$ cat config.mk
export PLATFORM = sky130hd
export DESIGN_NAME = hsd_fault_supervisor
export DESIGN_NICKNAME = d
export VERILOG_FILES = /design/src/rtl/hsd_sup_pkg.sv /design/src/rtl/hsd_tick_gen.sv /design/src/rtl/hsd_short_deb.sv /design/src/rtl/hsd_fault_supervisor.sv
export SDC_FILE = /design/constraint.sdc
export NUM_CORES = 1
export LEC_CHECK = 0
export ABC_AREA = 0
export BUFFER_PORTS_ARGS = -buffer_cell sky130_fd_sc_hd__buf_2
export CORE_AREA = 2 2 119 121
export DETAILED_ROUTE_END_ITERATION = 8
export DIE_AREA = 0 0 121 123
export HOLD_SLACK_MARGIN = 0.05
export REMOVE_ABC_BUFFERS = 1
export SLEW_MARGIN = 0
export SYNTH_ARGS = -nofsm -noshare
export SYNTH_HDL_FRONTEND = slang
export SYNTH_SLANG_ARGS = --single-unit
$ cat constraint.sdc
create_clock -name clk -period 3.9 [get_ports clk]
set_input_delay 0.39 -clock clk [delete_from_list [all_inputs] [get_ports clk]]
set_output_delay 0.39 -clock clk [all_outputs]
set_load 0.005 [all_outputs]
$ cat src/rtl/hsd_sup_pkg.sv
package hsd_sup_pkg;

    typedef enum logic [1:0] {
        DEB_IDLE  = 2'd0,
        DEB_COUNT = 2'd1,
        DEB_TRIP  = 2'd2
    } deb_phase_e;

    function automatic int cnt_width(input int n);
        return (n > 1) ? $clog2(n) : 1;
    endfunction

endpackage

$ cat src/rtl/hsd_tick_gen.sv
module hsd_tick_gen #(
    parameter int DIV = 5000
) (
    input  logic clk,
    input  logic rst_n,
    output logic tick_o
);
    import hsd_sup_pkg::*;

    localparam int CW = cnt_width(DIV);
    localparam logic [CW-1:0] LAST = CW'(DIV - 1);

    logic [CW-1:0] pre_d, pre_q;

    always_comb begin
        tick_o = (pre_q == LAST);
        pre_d  = tick_o ? '0 : pre_q + 1'b1;
    end

    always_ff @(posedge clk) begin
        if (!rst_n) pre_q <= '0;
        else        pre_q <= pre_d;
    end

endmodule

$ cat src/rtl/hsd_short_deb.sv
module hsd_short_deb #(
    parameter int TICKS = 50
) (
    input  logic clk,
    input  logic rst_n,
    input  logic tick_i,
    input  logic arm_i,
    input  logic clr_i,
    output logic trip_d_o,
    output logic trip_q_o
);
    import hsd_sup_pkg::*;

    localparam int CW = cnt_width(TICKS);
    localparam logic [CW-1:0] LAST = CW'(TICKS - 1);

    typedef struct packed {
        deb_phase_e    phase;
        logic [CW-1:0] cnt;
    } deb_state_t;

    deb_state_t st_d, st_q;

    always_comb begin
        st_d = st_q;
        if (clr_i) begin
            st_d.phase = DEB_IDLE;
            st_d.cnt   = '0;
        end else if (st_q.phase == DEB_TRIP) begin
            st_d = st_q;
        end else if (!arm_i) begin
            st_d.phase = DEB_IDLE;
            st_d.cnt   = '0;
        end else if (tick_i) begin
            if (st_q.cnt == LAST) begin
                st_d.phase = DEB_TRIP;
                st_d.cnt   = '0;
            end else begin
                st_d.phase = DEB_COUNT;
                st_d.cnt   = st_q.cnt + 1'b1;
            end
        end
        trip_d_o = (st_d.phase == DEB_TRIP);
        trip_q_o = (st_q.phase == DEB_TRIP);
    end

    always_ff @(posedge clk) begin
        if (!rst_n) begin
            st_q.phase <= DEB_IDLE;
            st_q.cnt   <= '0;
        end else begin
            st_q <= st_d;
        end
    end

endmodule

$ cat src/rtl/hsd_fault_supervisor.sv
module hsd_fault_supervisor #(
    parameter int NUM_CH    = 8,
    parameter int TICK_DIV  = 5000,
    parameter int DEB_TICKS = 50
) (
    input  logic              clk,
    input  logic              rst_n,
    input  logic [NUM_CH-1:0] cmd_i,
    input  logic [NUM_CH-1:0] short_i,
    input  logic              ovtemp_i,
    input  logic              vlogic_ok_i,
    input  logic              vbat_ok_i,
    input  logic              vbat_7v_i,
    input  logic              pdn_n_i,
    input  logic              frame_ok_i,
    output logic [NUM_CH-1:0] gate_o,
    output logic [NUM_CH-1:0] diag_o
);

    typedef struct packed {
        logic              th;
        logic [NUM_CH-1:0] gate;
        logic [NUM_CH-1:0] diag;
    } sup_reg_t;

    sup_reg_t          r_d, r_q;
    logic              tick;
    logic              pwr_ok;
    logic [NUM_CH-1:0] trip_d;
    logic [NUM_CH-1:0] trip_q;
    logic [NUM_CH-1:0] arm;

    hsd_tick_gen #(.DIV(TICK_DIV)) tick_i (
        .clk    (clk),
        .rst_n  (rst_n),
        .tick_o (tick)
    );

    assign pwr_ok = vlogic_ok_i & vbat_ok_i & pdn_n_i;

    always_comb begin
        for (int c = 0; c < NUM_CH; c++) begin
            arm[c] = cmd_i[c] & short_i[c] & vbat_7v_i & pwr_ok & ~r_q.th;
        end
    end

    for (genvar g = 0; g < NUM_CH; g++) begin : g_deb
        hsd_short_deb #(.TICKS(DEB_TICKS)) deb_i (
            .clk      (clk),
            .rst_n    (rst_n),
            .tick_i   (tick),
            .arm_i    (arm[g]),
            .clr_i    (~cmd_i[g]),
            .trip_d_o (trip_d[g]),
            .trip_q_o (trip_q[g])
        );
    end

    always_comb begin
        r_d = r_q;
        if (ovtemp_i)        r_d.th = 1'b1;
        else if (frame_ok_i) r_d.th = 1'b0;
        r_d.gate = cmd_i & ~trip_d & {NUM_CH{pwr_ok & ~r_d.th}};
        r_d.diag = r_d.gate & ~short_i;
    end

    always_ff @(posedge clk) begin
        if (!rst_n) begin
            r_q.th   <= 1'b0;
            r_q.gate <= '0;
            r_q.diag <= '0;
        end else begin
            r_q <= r_d;
        end
    end

    assign gate_o = r_q.gate;
    assign diag_o = r_q.diag;

endmodule

Word-level counts from Yosys, hierarchy flattened
Index checks and enable logic that the tools add are counted.
{"block": "word_totals", "regBits": 94, "inputBits": 24, "output_inout_bits": 16, "elab_cells": 172}
{"block": "classes", "addsub": 9, "eq_ne": 33, "mux": 42, "bitwise": 51, "reduce_logical": 17}
{"cell": "two-way mux 8 bit", "n": 40}
{"cell": "adder 6 x 1 -> 6 bit, second input constant", "n": 8}
{"cell": "== test 6 bit, second input constant", "n": 8}
{"cell": "bitwise AND 1 bit", "n": 35}
{"cell": "== test 2 bit, second input constant", "n": 16}
{"cell": "AND reduction 2 bit", "n": 16}
{"cell": "bitwise AND 8 bit", "n": 3}
{"cell": "NOT 8 bit", "n": 2}
{"cell": "!= test 2 bit, second input constant", "n": 7}
{"cell": "adder 13 x 1 -> 13 bit, second input constant", "n": 1}
{"cell": "== test 13 bit, second input constant", "n": 1}
{"cell": "NOT 1 bit", "n": 11}
{"cell": "two-way mux 1 bit", "n": 2}
{"cell": "!= test 2 x 1 -> 1 bit, second input constant", "n": 1}
{"cell": "OR reduction 2 bit", "n": 1}

Logic depth before layout (Yosys ltp)
Gate-level depths: netlist of run 1.
{"block": "depth", "ltp_word": 12, "ltp_mapped": 8, "ltp_nobuf": 7}

Cells and area by module
From an unflattened synthesis of run 1, not the netlist that was laid out.
{"block": "hier_totals", "hier_cells": 604, "area_unflattened_um2": 5285.1}
{"mod": "hsd_short_deb", "n_inst": 8, "cells_per_inst": 55, "area_per_inst_um2": 467.9, "seq_area_each_um2": 160.2}
{"mod": "hsd_fault_supervisor", "n_inst": 1, "cells_per_inst": 100, "area_per_inst_um2": 975.9, "seq_area_each_um2": 340.3}
{"mod": "hsd_tick_gen", "n_inst": 1, "cells_per_inst": 64, "area_per_inst_um2": 565.5, "seq_area_each_um2": 260.2}

Worst setup path before layout of run 1
OpenSTA, ideal clock, no wires.
{"block": "synth_timing", "path_kind": "flip-flop to flip-flop", "from": "register tick_i.pre_q[0]", "to": "register g_deb[1].deb_i.st_q[3] (netlist bit)", "setup_ps": 93, "t_arrival_ps": 1803, "t_required_ps": 3807, "path_slack_ps": 2004, "stages_incl_launch_ff": 7, "n_path_buf": 1, "period_less_slack_ps": 1896, "path_cell_list": "dfxtp_1 > ha_1 > and4_1 > nand3_2 > or4_1 > buf_2 > o311ai_2"}
{"block": "synth_between", "elab_chain_len": 3}
{"item": "from (decl)", "line": "hsd_tick_gen.sv:13", "text": "logic [CW-1:0] pre_d, pre_q;"}
{"item": "from (signal assigned)", "line": "hsd_tick_gen.sv:22", "text": "else pre_q <= pre_d;"}
{"item": "== test 13 bit", "line": "hsd_tick_gen.sv:16", "text": "tick_o = (pre_q == LAST);"}
{"item": "!= test 2 bit (no line)"}
{"item": "AND reduction 2 bit (no line)"}
{"item": "to (signal assigned)", "line": "hsd_short_deb.sv:52", "text": "st_q <= st_d;"}
{"item": "to (decl)", "line": "hsd_short_deb.sv:22", "text": "deb_state_t st_d, st_q;"}
No other way between the ends.
A chain may end at the register's enable or synchronous reset.

Worst setup path in the final report of run 1
{"block": "layout_timing", "from": "register tick_i.pre_q[0]", "to": "register g_deb[6].deb_i.st_q[3] (netlist bit)"}
{"block": "layout_between", "elab_chain_len": 3}
{"item": "== test 13 bit", "line": "hsd_tick_gen.sv:16"}
{"item": "!= test 2 bit (no line)"}
{"item": "AND reduction 2 bit (no line)"}
{"item": "to (signal assigned)", "line": "hsd_short_deb.sv:52"}
{"item": "to (decl)", "line": "hsd_short_deb.sv:22"}
No other way between the ends.

==> results of run 1 <==
cells by family after synthesis:
group,after synthesis,share of synthesized area
buf+inv,46,0.0512
compound gates,84,0.121
mux,3,0.00670
flops,94,0.403
xor+xnor,15,0.0281
simple gates,310,0.344
fa+ha+maj,17,0.0455
final cells by class:
cell class,count,area share
multi-input cells,429,0.490
flip-flops and latches,94,0.361
clock buffers,11,0.0466
well taps,180,0.0432
repair buffers,41,0.0404
inverters,17,0.0123
clock inverters,2,0.00673
cell usage after synthesis (7+ instances only):
library cell	count	area (sq um)
and2_1	9	56.3
nand2_1	67	251
dfxtp_1	94	1880
or3_1	15	93.8
nor2_1	79	297
and3_1	7	43.8
o31ai_1	8	60.1
ha_1	17	213
clkbuf_1	7	26.3
xor2_1	11	96.3
a21oi_1	16	80.1
nor2b_1	9	56.3
buf_4	16	120
nand4_1	18	113
inv_1	17	63.8
nand3_1	45	225
o21ai_0	28	140
nor3_1	14	70.1
sequential cells by signal (all words and copies together), names as in the netlist:
name,cells
gate_o,8
g_deb.deb_i.st_q,64
diag_o,8
r_q,1
tick_i.pre_q,13
power by group through the flow:
stage	sequential (W)	combinational, W	clock (W)
after floorplan	0.000988	0.0000281	0
after global placement	0.000989	0.0000606	0
after detailed placement	0.000989	0.0000610	0
after CTS	0.000967	0.0000613	0.000878
after global routing	0.000967	0.0000676	0.000910
final	0.000967	0.0000608	0.000851
through the flow:
stage          total power (W)  instances   util  cell area (sq um)
2_1_floorplan          0.00102        540      -               4500
3_3_place_gp           0.00105        761  0.362               4930
3_5_place_dp           0.00105        761  0.362               4930
4_1_cts                0.00191        774  0.383               5210
5_1_grt                0.00195        774  0.383               5210
6_report               0.00188        774  0.383               5210
placed cells by master (no fill, tap or decap), types with 3 or more instances in the layout:
| cell | netlist | final |
|---|---|---|
| dfxtp_1 | 94 | 94 |
| nor2_1 | 79 | 79 |
| nand2_1 | 67 | 67 |
| nand3_1 | 45 | 45 |
| buf_2 | 5 | 39 |
| o21ai_0 | 28 | 28 |
| nand4_1 | 18 | 18 |
| inv_1 | 17 | 17 |
| ha_1 | 17 | 17 |
| a21oi_1 | 16 | 16 |
| or3_1 | 15 | 15 |
| nor3_1 | 14 | 14 |
| xor2_1 | 11 | 11 |
| nor2b_1 | 9 | 9 |
| and2_1 | 9 | 9 |
| clkbuf_16 | 0 | 9 |
| o31ai_1 | 8 | 8 |
| and3_1 | 7 | 7 |
| and4_1 | 6 | 6 |
| nand2b_1 | 6 | 6 |
| or2_2 | 6 | 6 |
| nand4b_1 | 5 | 5 |
| nor4_1 | 5 | 5 |
| xnor2_1 | 4 | 4 |
| o211ai_1 | 4 | 4 |
| nor3b_1 | 4 | 4 |
| a211o_1 | 4 | 4 |
| a22o_1 | 3 | 3 |
| a2111oi_0 | 3 | 3 |
| or4_1 | 3 | 3 |
| a31oi_1 | 3 | 3 |
layer usage:
| metal | GRT usage | vias up | wire [um] |
|---|---|---|---|
| li1 | - | 2050 | - |
| met1 | 0.177 | 1862 | 4650 |
| met3 | 0.0341 | 14 | 559 |
| met2 | 0.251 | 88 | 4900 |
| met5 | 0 | - | 0 |
| met4 | 0.0574 | 0 | 178 |
how the worst min path moves through the flow:
stage | end | slack (ns)
after floorplan | tick_i.pre_q[0] | 0.42
after global placement | tick_i.pre_q[0] | 0.43
after detailed placement | tick_i.pre_q[0] | 0.44
after CTS | diag_o[2] | 0.20
after global routing | diag_o[3] | 0.20
final | diag_o[2] | 0.21
==> impl_metrics.json, run 1 <==
{
  "root_buffer": "clkbuf_16",
  "cap_violations": 0,
  "path_depth": 6,
  "endpoint": "g_deb[6].deb_i.st_q[3]",
  "swShare": 0.209,
  "h-tree-depth": 3,
  "r2r_start": "tick_i.pre_q[0]",
  "crit_fanout": 23,
  "avgSynthCellArea_sq_um": 8.21,
  "portBuffers": 39,
  "core_area_sq_um": 13600,
  "yosysSeqAreaShare": 0.403,
  "clock_sinks": 94,
  "cp.arrival_ns": 2.95,
  "post-route-min-period_ns": 2.69,
  "grt_first_pass_wirelength_mm": 17.5,
  "drive_gt1_frac": 0.120,
  "first_pass_iters": 5,
  "track_usage": 0.146,
  "hold_path_depth": 2,
  "postCtsHoldBufs": 0,
  "start_util": 0.343,
  "fillers": 1376,
  "area_growth_pct": 11.5,
  "netlist_area_sq_um": 4670,
  "worst-setup-path-type": "reg -> reg",
  "gr-total-overflow": 0,
  "max-clock-path-buffers": 2,
  "viasPerCell": 5.19,
  "seq_area_sq_um": 1880,
  "maxSlewViolCount": 0,
  "cpPeakStageDelay_ns": 0.72,
  "max_clock_freq_mhz": 372,
  "ir_worst_vdd_v": 0.000222,
  "hpwl_mm": 7.54,
  "async_flop_share": 0,
  "cts_tree": "built",
  "whs_ns": 0.207,
  "fin_ws_ns": 1.21,
  "insertion_delay_ns": 0.35,
  "nets": 633,
  "drc": 0,
  "cp-startpoint": "tick_i.pre_q[0]",
  "cp.required_ns": 4.16,
  "wirelength_mm": 10.3,
  "cts_resized": 0,
  "post_cts_buffers": 0,
  "wire_per_inst_um": 13.3,
  "p_sw_w": 0.000393,
  "vias": 4014,
  "leakagePower_nw": 1.93,
  "tns_ns": 0,
  "synthDistinctLibCells": 55,
  "clkPwrFrac": 0.453,
  "gp_congestion": 0.859,
  "dieArea_sq_um": 14900,
  "hold_viol": 0,
  "cts_buffers": 9,
  "powerDensity_nw_per_um2": 361,
  "synth-seq-cells": 94,
  "multi_input_area_sq_um": 2550,
  "tightest_slew_ns": 0.845,
  "cp-start-kind": "flop",
  "die_y_um": 123,
  "pre_cts_ws_ns": 1.22,
  "crit_path_cell_trace": "ha_1, and4_1, and3_1, nand4_1, or3_1, o211ai_1",
  "reg2reg_to": "g_deb[6].deb_i.st_q[3]",
  "status": "completed",
  "antenna_found_initial": 0,
  "clk_pin_slew_ns": 0.06,
  "hold_path.class": "in -> reg",
  "setup_violations": 0,
  "cp.buffers_inverters": 0,
  "die_w_um": 121,
  "power.internal_w": 0.00149,
  "synth_edf_count": 0,
  "yosysWarningCount": 0,
  "synth_ff_type": "dfxtp_1",
  "seq_power_share": 0.515,
  "grt_pass1_vias": 3780,
  "cp-end-kind": "flop",
  "maxSlewHeadroom": 0.437,
  "drtIter0Drc": 275,
  "synth_cells": 569,
  "ant_nets": 0,
  "diodes": 0,
  "hp-start": "short_i[2]",
  "grt_max_degree": 27,
  "cp_slowest_cell": "and3_1",
  "rsz0062_at_grt": "false",
  "r2r_cells": 6,
  "rows": 43,
  "r2r_setup_slack_ns": 1.21,
  "fin_crit_sh": 0.690,
  "io_pins": 40,
  "path_delay_family": "simple AND/OR/NAND/NOR gates",
  "combPwrFrac": 0.032,
  "fin_skew_ns": 0.00818
}
Power figures use the tool's default switching activity.
==> run 2: changes to the inputs <==
--- a/config.mk
+++ b/config.mk
@@ -5,11 +5,11 @@
 export SDC_FILE = /design/constraint.sdc
 export NUM_CORES = 1
 export LEC_CHECK = 0
-export ABC_AREA = 0
+export ABC_AREA = 1
 export BUFFER_PORTS_ARGS = -buffer_cell sky130_fd_sc_hd__buf_2
-export CORE_AREA = 2 2 119 121
+export CORE_AREA = 2 2 122 124
 export DETAILED_ROUTE_END_ITERATION = 8
-export DIE_AREA = 0 0 121 123
+export DIE_AREA = 0 0 124 126
 export HOLD_SLACK_MARGIN = 0.05
 export REMOVE_ABC_BUFFERS = 1
 export SLEW_MARGIN = 0
==> constraint.sdc (replaced) <==
create_clock -name clk -period 2.35 [get_ports clk]
set_input_delay 0.235 -clock clk [delete_from_list [all_inputs] [get_ports clk]]
set_output_delay 0.235 -clock clk [all_outputs]
set_load 0.005 [all_outputs]
==> run 2 against run 1 <==
Against the previous run: sequential share of layout area is 2.4 points lower; non-clock buffer count up 3; critical endpoint is now g_deb[5].deb_i.st_q[3]; count of clock-buffer cells in the layout unchanged; final cell count increased by 23%; sequential power is 65% higher; die area rose by 5.0%; first-iteration DRC count grew 53%; clock power increased by 74%; hold slack worse by 0.14 ns; global-route usage about the same; critical path type unchanged; critical path depth increased by 2.
==> impl_metrics.json, run 2 <==
{
  "dieArea_sq_um": 15600,
  "largest_reg_flops": 64,
  "tns_ns": 0,
  "pre_cts_ws_ns": 0.497,
  "gp_congestion": 0.819,
  "fin_cells": 951,
  "post-route-min-period_ns": 1.77,
  "vias": 4346,
  "clk_pin_slew_ns": 0.07,
  "synth_edf_count": 0,
  "rsz0062_at_grt": "false",
  "synth_ff_type": "dfxtp_1",
  "top_register": "g_deb.deb_i.st_q",
  "layout_commonest_cell": "nand2_1",
  "synth_cells": 728,
  "cts_tree": "built",
  "grt_pass1_vias": 3861,
  "portBuffers": 39,
  "synth-seq-cells": 94,
  "grt_max_degree": 31,
  "wire_per_inst_um": 11.5,
  "die_w_um": 124,
  "drtIter0Drc": 421,
  "core_area_sq_um": 14300,
  "fin_crit_sh": 0.753,
  "hold_path.class": "in -> reg",
  "r2r_start": "tick_i.pre_q[0]",
  "nets": 803,
  "grt_first_pass_wirelength_mm": 18.3,
  "antenna_found_initial": 0,
  "cp.arrival_ns": 2.04,
  "r2r_cells": 8,
  "ant_nets": 0,
  "leakagePower_nw": 2.31,
  "drive_gt1_frac": 0.113,
  "synth_top_area_frac": 0.380,
  "max-clock-path-buffers": 2,
  "maxSlewHeadroom": 0.628,
  "gr-total-overflow": 0,
  "fin_ws_ns": 0.580,
  "yosys.area.top_type": "dfxtp_1",
  "final_cell_mix": "nand2_1, nor2_1, dfxtp_1",
  "max_clock_freq_mhz": 565,
  "cp.required_ns": 2.62,
  "maxSlewViolCount": 0,
  "wirelength_mm": 10.9,
  "area_growth_pct": 12.8,
  "worst-setup-path-type": "reg -> reg",
  "first_pass_iters": 5,
  "whs_ns": 0.0636,
  "status": "completed",
  "reg2reg_to": "g_deb[5].deb_i.st_q[3]",
  "clock_sinks": 94,
  "netlist_area_sq_um": 4950,
  "setup_violations": 0,
  "h-tree-depth": 3,
  "hold_path_depth": 2,
  "crit_fanout": 30,
  "synth.area.top_cells": "dfxtp_1, nand2_1, nor2_1",
  "insertion_delay_ns": 0.34,
  "dp_cells": 932,
  "hpwl_mm": 7.88,
  "die_y_um": 126,
  "hp-start": "short_i[1]",
  "yosysSeqAreaShare": 0.380,
  "avgSynthCellArea_sq_um": 6.80,
  "viasPerCell": 4.57,
  "cp-end-kind": "flop",
  "synthDistinctLibCells": 34,
  "cts_buffers": 9,
  "cp-start-kind": "flop",
  "yosysMostFrequentCell": "nand2_1",
  "hold_viol": 0,
  "whs_endpoint": "diag_o[1]",
  "yosysWarningCount": 0,
  "cap_violations": 0,
  "ir_worst_vdd_v": 0.000392,
  "root_buffer": "clkbuf_16",
  "powerDensity_nw_per_um2": 573,
  "tightest_slew_ns": 0.554,
  "io_pins": 40,
  "start_util": 0.346,
  "yosys-top-cells-count": "nand2_1, nor2_1, dfxtp_1, inv_1, nand3_1",
  "r2r_setup_slack_ns": 0.58,
  "rows": 44,
  "fin_skew_ns": 0.00822,
  "drc": 0,
  "biggestRegsByFlops": "g_deb.deb_i.st_q: 64 flops, tick_i.pre_q: 13 flops",
  "track_usage": 0.146,
  "diodes": 0,
  "async_flop_share": 0
}
[run 2: cell count changes after synthesis, moves of 8 or more]
cell      before  now
o31ai_1        8    0
nand2_1       67  179
nor2b_1        9    0
nand3b_1       1    9
inv_2          0    9
and2_1         9    1
nand3_1       45   57
a21oi_1       16   50
or3_1         15    0
nand4_1       18    6
o21ai_0       28   14
inv_1         17   89
nor2_1        79  113
[run 2: power breakdown]
| part | internal [W] | switching [W] |
|---|---|---|
| clock network | 0.000854 | 0.000625 |
| registers | 0.00160 | 0.00000489 |
| logic | 0.0000351 | 0.0000756 |
[run 2: metal layers]
layer,share of wire,GRT usage,vias up
li1,-,-,2353
met1,0.52,0.213,1872
met2,0.42,0.218,110
met3,0.049,0.0249,11
met4,0.015,0.0456,0
met5,0,0,-
[run 2: cell type report]
cell class / instances / area (sq um)
Clock inverter: 5 / 58.8
Inverter: 100 / 375
Multi-Input combinational cell: 513 / 2540
Clock buffer: 11 / 243
Tap cell: 184 / 230
Sequential cell: 94 / 1880
Timing Repair Buffer: 44 / 253
Fill cell: 1516 / 8730
[run 2: critical path, cell delays in order (launching register included)]
cell and delay (ns):
dfxtp_1 0.36, ha_1 0.22, nand2_1 0.08, nor2_2 0.11, nand3_1 0.13, buf_12 0.21
nor3_4 0.32, nand3b_1 0.12, a21oi_1 0.13
[run 2: cells by family after synthesis]
family          Yosys count  share of synthesized area
fa+ha+maj                17                     0.0430
flops                    94                      0.380
simple gates            398                      0.349
xor+xnor                 18                     0.0319
compound gates           80                     0.0893
buf+inv                 121                      0.107
[run 2: worst max path at each step]
| stage | startpoint | slack [ns] | end |
|---|---|---|---|
| 4_1_cts | tick_i.pre_q[0] | 0.58 | diag_o[1] |
| 2_1_floorplan | tick_i.pre_q[0] | 0.006 | g_deb[3].deb_i.st_q[0] |
| 3_3_place_gp | pdn_n_i | 0.49 | g_deb[2].deb_i.st_q[1] |
| 3_5_place_dp | pdn_n_i | 0.50 | g_deb[2].deb_i.st_q[1] |
| 5_1_grt | tick_i.pre_q[0] | 0.30 | g_deb[2].deb_i.st_q[3] |
| 6_report | tick_i.pre_q[0] | 0.58 | g_deb[5].deb_i.st_q[3] |
[run 2: through the flow]
stage	area [sq um]	util	total power [W]
after global routing	5580	0.390	0.00332
after detailed placement	5250	0.367	0.00175
after floorplan	4800	-	0.00169
final	5580	0.390	0.00320
after global placement	5250	0.367	0.00175
after CTS	5580	0.390	0.00323
[run 2: timing repair]
| action | 4_1_cts | 5_1_grt |
|---|---|---|
| hold endpoints to repair | 3 | 0 |
| buffers inserted | 0 | 0 |
| gates resized for setup | 0 | 0 |
| hold buffers | 3 | 0 |
==> run 3: changes to the inputs <==
==> constraint.sdc (replaced) <==
create_clock -name clk -period 1.8 [get_ports clk]
set_input_delay 0.18 -clock clk [delete_from_list [all_inputs] [get_ports clk]]
set_output_delay 0.18 -clock clk [all_outputs]
set_load 0.005 [all_outputs]
==> run 3 against run 2 <==
Against the previous run: critical path depth rose by 5; worst setup slack got worse by 0.41 ns; final cell count rose by 3.8%; sequential share of layout area fell by 2.0 points; via count rose by 2.5%; clock skew fell by 0.0026 ns; first-iteration DRC count fell by 57%; non-clock buffer count rose by 36; power rose by 32%; register-to-register slack got worse by 0.41 ns; largest cell class unchanged; largest power group unchanged.
==> impl_metrics.json, run 3 (synthesized netlist as in run 2, its figures left out) <==
{
  "fin_ws_ns": 0.174,
  "wire_per_inst_um": 11.1,
  "first_pass_iters": 5,
  "path_depth": 13,
  "cts_buffers": 9,
  "ant_nets": 0,
  "dieArea_sq_um": 15600,
  "tightest_slew_ns": 0.557,
  "worst-setup-path-type": "reg -> reg",
  "io_pins": 40,
  "power_w": 0.00420,
  "max-clock-path-buffers": 2,
  "antenna_found_initial": 0,
  "maxSlewHeadroom": 0.626,
  "hpwl_mm": 8.21,
  "path_delay_family": "simple AND/OR/NAND/NOR gates",
  "power.internal_w": 0.00330,
  "status": "completed",
  "setup_violations": 0,
  "portBuffers": 39,
  "clock_sinks": 94,
  "final_area_sq_um": 5930,
  "fin_crit_sh": 0.903,
  "maxSlewViolCount": 0,
  "core_area_sq_um": 14300,
  "rows": 44,
  "grt_first_pass_wirelength_mm": 18.6,
  "swShare": 0.214,
  "ir_worst_vdd_v": 0.000472,
  "crit_path_cell_trace": "ha_4, nand2_1, nor2_2, nand2_2, nor2_4, buf_6, nand2_1, nand2_1, nand2_1, nand2_1, nand2_1, nand2_1, nor2_1",
  "top_register": "g_deb.deb_i.st_q",
  "cp_slowest_cell": "dfxtp_2",
  "gr-total-overflow": 0,
  "tns_ns": 0,
  "nets": 839,
  "wirelength_mm": 11.0,
  "diodes": 0,
  "fin_skew_ns": 0.00563,
  "cpPeakStageDelay_ns": 0.36,
  "p_sw_w": 0.000900,
  "start_util": 0.346,
  "viasPerCell": 4.51,
  "hold_path_depth": 2,
  "clk_pin_slew_ns": 0.06,
  "rsz0062_at_grt": "false",
  "cap_violations": 0,
  "cp_common_cell": "nand2_1",
  "place_area_sq_um": 5450,
  "biggestRegsByFlops": "g_deb.deb_i.st_q: 64 flops, tick_i.pre_q: 13 flops",
  "cp.required_ns": 2.04,
  "grt_max_degree": 18,
  "drive_gt1_frac": 0.163,
  "cp-end-kind": "flop",
  "largest_reg_flops": 64,
  "cp.buffers_inverters": 1,
  "cts_tree": "built",
  "root_buffer": "clkbuf_16",
  "hold_path.class": "in -> reg",
  "drc": 0,
  "die_y_um": 126,
  "crit_fanout": 6,
  "h-tree-depth": 3,
  "max_clock_freq_mhz": 615,
  "cp.arrival_ns": 1.86,
  "gp_congestion": 0.871,
  "final_cell_mix": "nand2_1, nor2_1, dfxtp_1",
  "track_usage": 0.147,
  "powerDensity_nw_per_um2": 709,
  "drtIter0Drc": 180,
  "leakagePower_nw": 2.52,
  "seq_power_share": 0.499,
  "grt_pass1_vias": 4095,
  "layout_commonest_cell": "nand2_1",
  "combPwrFrac": 0.039,
  "post-route-min-period_ns": 1.63,
  "vias": 4453,
  "insertion_delay_ns": 0.34,
  "die_w_um": 124,
  "pre_cts_ws_ns": 0.0365,
  "r2r_cells": 13,
  "hold_viol": 0,
  "clkPwrFrac": 0.463,
  "whs_ns": 0.0687,
  "cp-start-kind": "flop",
  "area_growth_pct": 19.9
}
## run 3: final timing paths
| kind | slack (ns) | to | from |
|---|---|---|---|
| hold / removal | 0.07 | diag_o[2] | short_i[2] |
| setup / recovery | 0.17 | diag_o[7] | tick_i.pre_q[0] |
| setup reg to reg | 0.17 | diag_o[7] | tick_i.pre_q[0] |
| hold reg to reg | 0.45 | tick_i.pre_q[0] | tick_i.pre_q[0] |
## run 3: per-stage QoR
step	instances	util
floorplan	707	-
global placement	961	0.381
detailed placement	961	0.381
CTS	984	0.407
global route	987	0.415
finish	987	0.415
## run 3: repair_timing
item	in CTS	in global routing
hold buffers	7	0
setup buffers	0	3
hold endpoints to repair	7	0
gates resized for setup	0	24
endpoints found under the setup margin	0	39
## run 3: power by group through the flow
stage | Combinational [W] | Sequential, W | Clock, W
global placement | 0.000151 | 0.00214 | 0
floorplan | 0.0000668 | 0.00214 | 0
finish | 0.000163 | 0.00210 | 0.00195
detailed placement | 0.000150 | 0.00214 | 0
CTS | 0.000163 | 0.00209 | 0.00200
global route | 0.000184 | 0.00210 | 0.00209
## run 3: cell type report
| class | instances | area [sq um] |
|---|---|---|
| Inverter | 100 | 375 |
| Timing Repair Buffer | 80 | 536 |
| Tap cell | 184 | 230 |
| Fill cell | 1493 | 8380 |
| Clock inverter | 3 | 42.5 |
| Multi-Input combinational cell | 513 | 2610 |
| Sequential cell | 94 | 1880 |
| Clock buffer | 13 | 260 |
## run 3: metal layers
layer	part of all wire	track usage	up-vias	wire length, um
li1	-	-	2422	-
met4	0.014	0.0463	0	159
met5	0	0	-	0
met1	0.51	0.203	1952	5630
met2	0.44	0.231	66	4810
met3	0.036	0.0285	13	393
